## config.mk

```make
export PLATFORM = sky130hd
export DESIGN_NAME = latewr_sram
export DESIGN_NICKNAME = d
export VERILOG_FILES = /design/src/rtl/latewr_sram.sv
export SDC_FILE = /design/constraint.sdc
export NUM_CORES = 2
export LEC_CHECK = 0
export BUFFER_PORTS_ARGS = -buffer_cell sky130_fd_sc_hd__buf_2
export CORE_MARGIN = 8
export CORE_UTILIZATION = 55
export DETAILED_ROUTE_END_ITERATION = 7
export PLACE_DENSITY = 0.71
export SLEW_MARGIN = 20
export SYNTH_ARGS = -nofsm -noshare
export SYNTH_HDL_FRONTEND = slang
export SYNTH_SLANG_ARGS = --single-unit
```

## constraint.sdc

```tcl
create_clock -name clk -period 3.6 [get_ports clk]
set_input_delay 0.54 -clock clk [delete_from_list [all_inputs] [get_ports clk]]
set_output_delay 0.54 -clock clk [all_outputs]
set_load 0.02 [all_outputs]
```

## src/rtl/latewr_sram.sv

```systemverilog
module latewr_sram #(
  parameter int AW        = 8,
  parameter int DW        = 16,
  parameter int BYTE_W    = 8,
  parameter int BURST_XOR = 1
) (
  input  logic              clk,
  input  logic              rst_n,
  input  logic              clk_en_n,
  input  logic              chip_sel_a_n,
  input  logic              chip_sel_b,
  input  logic              chip_sel_c_n,
  input  logic              burst_adv,
  input  logic              rd_wr_n,
  input  logic [AW-1:0]     addr,
  input  logic [DW/8-1:0]   byte_wr_n,
  input  logic              flow_thru_n,
  input  logic              out_en_n,
  input  logic              snooze,
  input  logic [DW-1:0]     d_in,
  output logic [DW-1:0]     d_out,
  output logic              d_oe
);
  localparam int NB    = DW / BYTE_W;
  localparam int DEPTH = 1 << AW;

  typedef enum logic [1:0] {OP_IDLE = 2'd0, OP_RD = 2'd1, OP_WR = 2'd2} op_t;

  op_t             s1_op, s2_op, n_op, d_op;
  logic [AW-1:0]   s1_addr, s2_addr, n_addr, d_addr;
  logic [NB-1:0]   s1_be, s2_be, d_be;
  logic [1:0]      b_start, b_cnt, nxt_cnt, nxt_lo;
  logic [DW-1:0]   mem [DEPTH];
  logic [DW-1:0]   rd_q, fwd;

  wire picked = !chip_sel_a_n && chip_sel_b && !chip_sel_c_n;
  wire pipe   = flow_thru_n;

  assign nxt_cnt = b_cnt + 2'd1;
  assign nxt_lo  = (BURST_XOR != 0) ? (b_start ^ nxt_cnt) : (b_start + nxt_cnt);

  always_comb begin
    n_op   = OP_IDLE;
    n_addr = addr;
    if (!snooze) begin
      if (!burst_adv) begin
        if (picked) n_op = rd_wr_n ? OP_RD : OP_WR;
      end else begin
        n_op   = s1_op;
        n_addr = {s1_addr[AW-1:2], nxt_lo};
      end
    end
  end

  always_ff @(posedge clk or negedge rst_n) begin
    if (!rst_n) begin
      s1_op   <= OP_IDLE;
      s2_op   <= OP_IDLE;
      s1_addr <= '0;
      s2_addr <= '0;
      s1_be   <= '0;
      s2_be   <= '0;
      b_start <= 2'd0;
      b_cnt   <= 2'd0;
      rd_q    <= '0;
    end else if (!clk_en_n) begin
      s1_op   <= n_op;
      s1_addr <= n_addr;
      s1_be   <= ~byte_wr_n;
      s2_op   <= s1_op;
      s2_addr <= s1_addr;
      s2_be   <= s1_be;
      rd_q    <= fwd;
      if (!burst_adv) begin
        b_start <= addr[1:0];
        b_cnt   <= 2'd0;
      end else begin
        b_cnt   <= nxt_cnt;
      end
    end
  end

  // data stage: where write data is taken and read data is shown
  assign d_op   = pipe ? s2_op   : s1_op;
  assign d_addr = pipe ? s2_addr : s1_addr;
  assign d_be   = pipe ? s2_be   : s1_be;

  always_ff @(posedge clk) begin
    if (rst_n && !clk_en_n && d_op == OP_WR) begin
      for (int b = 0; b < NB; b++)
        if (d_be[b]) mem[d_addr][b*BYTE_W +: BYTE_W] <= d_in[b*BYTE_W +: BYTE_W];
    end
  end

  // newest data for a pipelined read fetched at the edge its predecessor write lands
  always_comb begin
    fwd = mem[s1_addr];
    if (s2_op == OP_WR && s2_addr == s1_addr)
      for (int b = 0; b < NB; b++)
        if (s2_be[b]) fwd[b*BYTE_W +: BYTE_W] = d_in[b*BYTE_W +: BYTE_W];
  end

  assign d_out = pipe ? rd_q : mem[s1_addr];
  assign d_oe  = !out_en_n && !snooze && (d_op == OP_RD);

  a_r1_load_decode: assert property (@(posedge clk) disable iff (!rst_n)
    (!clk_en_n && !snooze && !burst_adv && picked) |=>
      (s1_op == ($past(rd_wr_n) ? OP_RD : OP_WR)) && (s1_addr == $past(addr)));

  a_r1_deselect_idle: assert property (@(posedge clk) disable iff (!rst_n)
    (!clk_en_n && !burst_adv && !picked) |=> (s1_op == OP_IDLE));

  a_r6_burst_keeps_page: assert property (@(posedge clk) disable iff (!rst_n)
    (!clk_en_n && !snooze && burst_adv) |=>
      (s1_op == $past(s1_op)) && (s1_addr[AW-1:2] == $past(s1_addr[AW-1:2])));

  a_r7_stall_freezes: assert property (@(posedge clk) disable iff (!rst_n)
    clk_en_n |=> ($stable(s1_op) && $stable(s1_addr) && $stable(s2_op) &&
                  $stable(b_cnt) && $stable(rd_q)));

  a_r8_pending_drains: assert property (@(posedge clk) disable iff (!rst_n)
    (!clk_en_n && s1_op != OP_IDLE) |=> (s2_op == $past(s1_op)));

  a_r11_snooze_blocks: assert property (@(posedge clk) disable iff (!rst_n)
    (!clk_en_n && snooze) |=> (s1_op == OP_IDLE));
endmodule

```

==> metrics.txt <==
# TYPE chip_impl_metric gauge
chip_impl_metric{name="worst_ep_arrival_time",unit="ns"} 4.28
chip_impl_metric{name="layout.cells.non_filler",unit=""} 13437
chip_impl_info{name="synthTopCellsByCount",value="sky130_fd_sc_hd__edfxtp_1 (4096), sky130_fd_sc_hd__mux4_2 (1006), sky130_fd_sc_hd__nor2_1 (552), sky130_fd_sc_hd__nand2_1 (340), sky130_fd_sc_hd__mux2i_1 (215)"} 1
chip_impl_metric{name="final_area",unit="sq um"} 194000
chip_impl_metric{name="route.detailed.drc",unit=""} 0
chip_impl_metric{name="worstSkewPairLatency",unit="ns"} 0.93
chip_impl_metric{name="report.final.hold_viol_count",unit=""} 0
chip_impl_metric{name="synth_area_per_cell",unit="sq um"} 21.1
chip_impl_metric{name="route.detailed.vias_per_inst",unit=""} 6.52
chip_impl_metric{name="ant_nets",unit=""} 0
chip_impl_metric{name="ctsLongestPathBuffers",unit=""} 4
chip_impl_metric{name="number_of_flops_mapped_to_enable_cells_by_yosys",unit=""} 4096
chip_impl_metric{name="clock_power_share",unit=""} 0.376
chip_impl_info{name="violations",value="setup timing"} 1
chip_impl_info{name="ys_dominant_reg_cell",value="sky130_fd_sc_hd__edfxtp_1"} 1
chip_impl_info{name="kind_of_end_point_of_the_critical_path",value="output pin"} 1
chip_impl_metric{name="fp.dieArea",unit="sq um"} 311000
chip_impl_info{name="cts_tree",value="yes"} 1
chip_impl_metric{name="worst_path_largest_cell_delay",unit="ns"} 0.52
chip_impl_metric{name="netlist_instances",unit=""} 7632
chip_impl_info{name="critPathLaunchType",value="flop"} 1
chip_impl_metric{name="p_comb_frac",unit=""} 0.137
chip_impl_metric{name="synth-warning-count",unit=""} 0
chip_impl_info{name="yosysTopAreaCell",value="sky130_fd_sc_hd__edfxtp_1"} 1
chip_impl_metric{name="drive_above_1_share",unit=""} 0.371
chip_impl_metric{name="overflow",unit=""} 0
chip_impl_metric{name="placement.cell_area",unit="sq um"} 177000
chip_impl_metric{name="internal_power",unit="mW"} 82.8
chip_impl_metric{name="fin_crit",unit="ns"} 4.82
chip_impl_metric{name="netlist_area",unit="sq um"} 161000
chip_impl_metric{name="flow.area_growth_from_synthesis",unit="%"} 20.2
chip_impl_info{name="synth_top_family_by_area",value="multiplexers"} 1
chip_impl_info{name="netlist_top_cells_area",value="sky130_fd_sc_hd__edfxtp_1 (76%), sky130_fd_sc_hd__mux4_2 (14%), sky130_fd_sc_hd__mux2i_1 (1.3%)"} 1
chip_impl_metric{name="placed_cells",unit=""} 12529
chip_impl_metric{name="drv_slew",unit=""} 0
chip_impl_metric{name="synth_fa_ha_area_frac",unit=""} 0
chip_impl_metric{name="proportion_of_synthesized_area_in_mux_cells",unit=""} 0.160
chip_impl_metric{name="initial_antenna_violation_count",unit=""} 15
chip_impl_metric{name="starting_density_of_the_core",unit=""} 0.553
chip_impl_metric{name="wire_per_inst",unit="um"} 33.6
chip_impl_metric{name="synth.lib_cells_used.distinct",unit=""} 70
chip_impl_metric{name="setup_viol",unit=""} 16
chip_impl_metric{name="std_cell_rows",unit=""} 198
chip_impl_metric{name="num-nets-final",unit=""} 9228
chip_impl_metric{name="worst_ep_required_time",unit="ns"} 3.06
chip_impl_metric{name="sequential_to_total_area_share_from_yosys_stat",unit=""} 0.770
chip_impl_metric{name="fin_setup_tns",unit="ns"} -18.12
chip_impl_metric{name="drt_wl_total",unit="um"} 452000
chip_impl_metric{name="drt_iter0_drc",unit=""} 12688
chip_impl_info{name="post-synth-top-count-cell",value="sky130_fd_sc_hd__edfxtp_1"} 1
chip_impl_metric{name="final_min_period_over_clock_period",unit=""} 1.34
chip_impl_metric{name="dr.pass1.iters",unit=""} 6
chip_impl_metric{name="yosys_top_cell_area_share",unit=""} 0.763
chip_impl_metric{name="p_sw",unit="mW"} 26.3
chip_impl_metric{name="synth.ff_latch_count",unit=""} 4140
chip_impl_metric{name="critPathBufInv",unit=""} 6
chip_impl_metric{name="p_per_area",unit="nW/um^2"} 563
chip_impl_metric{name="power.sequential.fraction",unit=""} 0.487
chip_impl_metric{name="crit_fanout",unit=""} 20
chip_impl_metric{name="detailedPlace.worstSlack",unit="ns"} -1.22
chip_impl_metric{name="compound_gate_portion_of_the_synthesized_area",unit=""} 0.0243
chip_impl_metric{name="power_switching_share",unit=""} 0.241
chip_impl_metric{name="grt_util_all_layers",unit=""} 0.286
chip_impl_info{name="grt_setup_unrepaired",value="yes"} 1
chip_impl_metric{name="tritoncts_num_sinks",unit=""} 4140
chip_impl_metric{name="grt_start_max_net_pins",unit=""} 131
chip_impl_metric{name="synth-simple-area-share",unit=""} 0.0297
chip_impl_metric{name="first_global_vias",unit=""} 87792
chip_impl_metric{name="die_height",unit="um"} 557
chip_impl_metric{name="hold_slack",unit="ns"} 0.0561
chip_impl_metric{name="place.detailed.hpwl",unit="um"} 285000
chip_impl_metric{name="wire_length_of_the_first_global_routing_pass",unit="um"} 637000
chip_impl_metric{name="cts_made_buffers",unit=""} 401
chip_impl_metric{name="timing.clock.skew",unit="ns"} 0.0565
chip_impl_metric{name="via_count",unit=""} 87570
chip_impl_info{name="status",value="finished, violations left"} 1
chip_impl_metric{name="io_buffers",unit=""} 53
chip_impl_metric{name="synthesis.nets",unit=""} 7669
chip_impl_metric{name="chipWidth",unit="um"} 557
chip_impl_metric{name="clk_transition_reported_paths",unit="ns"} 0.06
chip_impl_info{name="ctsRootBufferMaster",value="sky130_fd_sc_hd__clkbuf_16"} 1
chip_impl_metric{name="cts_max_level",unit=""} 5
chip_impl_metric{name="vdd_drop_max",unit="uV"} 538
chip_impl_info{name="hold_path_class",value="input port to flop"} 1
chip_impl_metric{name="gp_congestion",unit=""} 0.904
chip_impl_metric{name="slew-limit-headroom",unit=""} 0.195
chip_impl_info{name="worst_path_dominant_cell_family",value="buffers and inverters"} 1
chip_impl_metric{name="boundary_pins",unit=""} 54
chip_impl_metric{name="max_cap_viol_count",unit=""} 0
chip_impl_metric{name="synth-async-reset-ratio",unit=""} 0.0106
chip_impl_info{name="timing.critical_path.cells",value="buf_8 -> buf_16 -> buf_16 -> buf_4 -> mux4_2 -> mux2_2 -> a221oi_1 -> o311a_4 -> o31ai_4 -> buf_4 -> buf_6"} 1
chip_impl_info{name="setup.worst_path.class",value="flop to output pin"} 1
chip_impl_metric{name="synthXorXnorAreaFrac",unit=""} 0.000598
chip_impl_info{name="critical_path.slowest_cell",value="sky130_fd_sc_hd__a221oi_1"} 1
chip_impl_metric{name="core_area",unit="sq um"} 291000
chip_impl_metric{name="worstMarginPinSlew",unit="ns"} 1.21
chip_impl_metric{name="p_leak",unit="nW"} 63.5
chip_impl_metric{name="final_critical_path_setup_slack",unit="ns"} -1.22
chip_impl_metric{name="clock.fmax",unit="GHz"} 0.208
==> per-stage QoR <==
step	util	power, mW
floorplan	-	60.8
global placement	0.606	66.9
detailed placement	0.606	67.1
CTS	0.660	109
global route	0.665	111
finish	0.665	109
==> layout by cell type (no fill, tap or decap), types with 18 or more instances in the layout <==
cell type                      n
sky130_fd_sc_hd__buf_4      1282
sky130_fd_sc_hd__buf_2        21
sky130_fd_sc_hd__o21ai_0      44
sky130_fd_sc_hd__o221ai_1     25
sky130_fd_sc_hd__edfxtp_1   4096
sky130_fd_sc_hd__mux4_2     1006
sky130_fd_sc_hd__clkbuf_1     91
sky130_fd_sc_hd__clkinv_1     80
sky130_fd_sc_hd__a21oi_1      87
sky130_fd_sc_hd__dfrtp_1      37
sky130_fd_sc_hd__nand3_2      26
sky130_fd_sc_hd__a211oi_1     21
sky130_fd_sc_hd__o22ai_1      49
sky130_fd_sc_hd__buf_16       42
sky130_fd_sc_hd__mux2i_1     199
sky130_fd_sc_hd__buf_6        63
sky130_fd_sc_hd__clkbuf_8     20
sky130_fd_sc_hd__a21oi_2      18
sky130_fd_sc_hd__nor2_1      545
sky130_fd_sc_hd__buf_12      158
sky130_fd_sc_hd__clkbuf_16   408
sky130_fd_sc_hd__bufinv_16    33
sky130_fd_sc_hd__a22oi_1      75
sky130_fd_sc_hd__nand3_1      69
sky130_fd_sc_hd__clkinv_2     89
sky130_fd_sc_hd__a22oi_2      29
sky130_fd_sc_hd__mux2_2       75
sky130_fd_sc_hd__o21ai_1      20
sky130_fd_sc_hd__nand2_1     328
==> area by class of cell <==
cell class | instances | area (sq um)
inverters | 11 | 58.8
diodes | 12 | 30.0
fillers | 18161 | 97600
well taps | 3900 | 4880
repair buffers | 1614 | 15500
clock buffers | 500 | 10500
flip-flops and latches | 4140 | 124000
multi-input cells | 3023 | 36400
clock inverters | 237 | 2190
==> sequential cells by signal, summed over array words and instances (netlist names) <==
register  cells
b_start       2
mem        4096
s2_be         2
rd_q         16
s1_be         2
s2_addr       8
s1_op         2
b_cnt         2
s1_addr       8
s2_op         2
==> cell families (layout without fill, tap and decap cells) <==
group                     count (synthesis)  count (layout)
DFF                                    4140            4140
muxes                                  1303            1303
and+or+nand+nor                        1137            1137
AOI/OAI and AO/OA                       572             572
buffers and inverters                   469            2362
xor gates and xnor gates                 11              11
other                                     0              12
==> power groups by stage <==
stage,clock network (mW),logic (mW),registers [mW]
final,41.0,14.9,53.2
after global routing,43.0,15.3,53.1
after CTS,41.2,14.2,53.1
after detailed placement,0,12.9,54.2
after global placement,0,12.8,54.2
after floorplan,0,6.63,54.1
==> layer usage <==
| layer | vias up | share of wire | track usage | wire length [um] |
|---|---|---|---|---|
| met2 | 5913 | 0.48 | 0.458 | 217000 |
| met3 | 1150 | 0.11 | 0.0555 | 51100 |
| li1 | 34913 | - | - | - |
| met4 | 6 | 0.059 | 0.142 | 26500 |
| met5 | - | 0.000089 | 0 | 40 |
| met1 | 45588 | 0.35 | 0.381 | 157000 |
==> what timing repair did <==
item,CTS,global route
cloned,22,3
resized for setup,308,184
hold buffers,13,0
endpoints found under the hold margin,56,0
pin swaps,63,75
setup buffers,72,66
setup endpoints to repair,22,17
==> worst paths after layout <==
path                                         from                endpoint  slack, ns  cells after the start
max                        s1_addr[0]$_DFFE_PN0N_                d_out[3]      -1.22                     11
min                                       addr[2]  s1_addr[2]$_DFFE_PN0P_       0.06                      2
max reg2reg                s1_addr[0]$_DFFE_PN0N_    rd_q[12]$_DFFE_PN0N_       0.06                     18
min reg2reg                  rd_q[14]$_DFFE_PN0N_    rd_q[14]$_DFFE_PN0N_       0.50                      2
max in group asynchronous                   rst_n  s1_addr[0]$_DFFE_PN0N_       2.18                      3
min in group asynchronous                   rst_n     rd_q[1]$_DFFE_PN0N_       0.60                      3
Power figures use the tool's default switching activity.
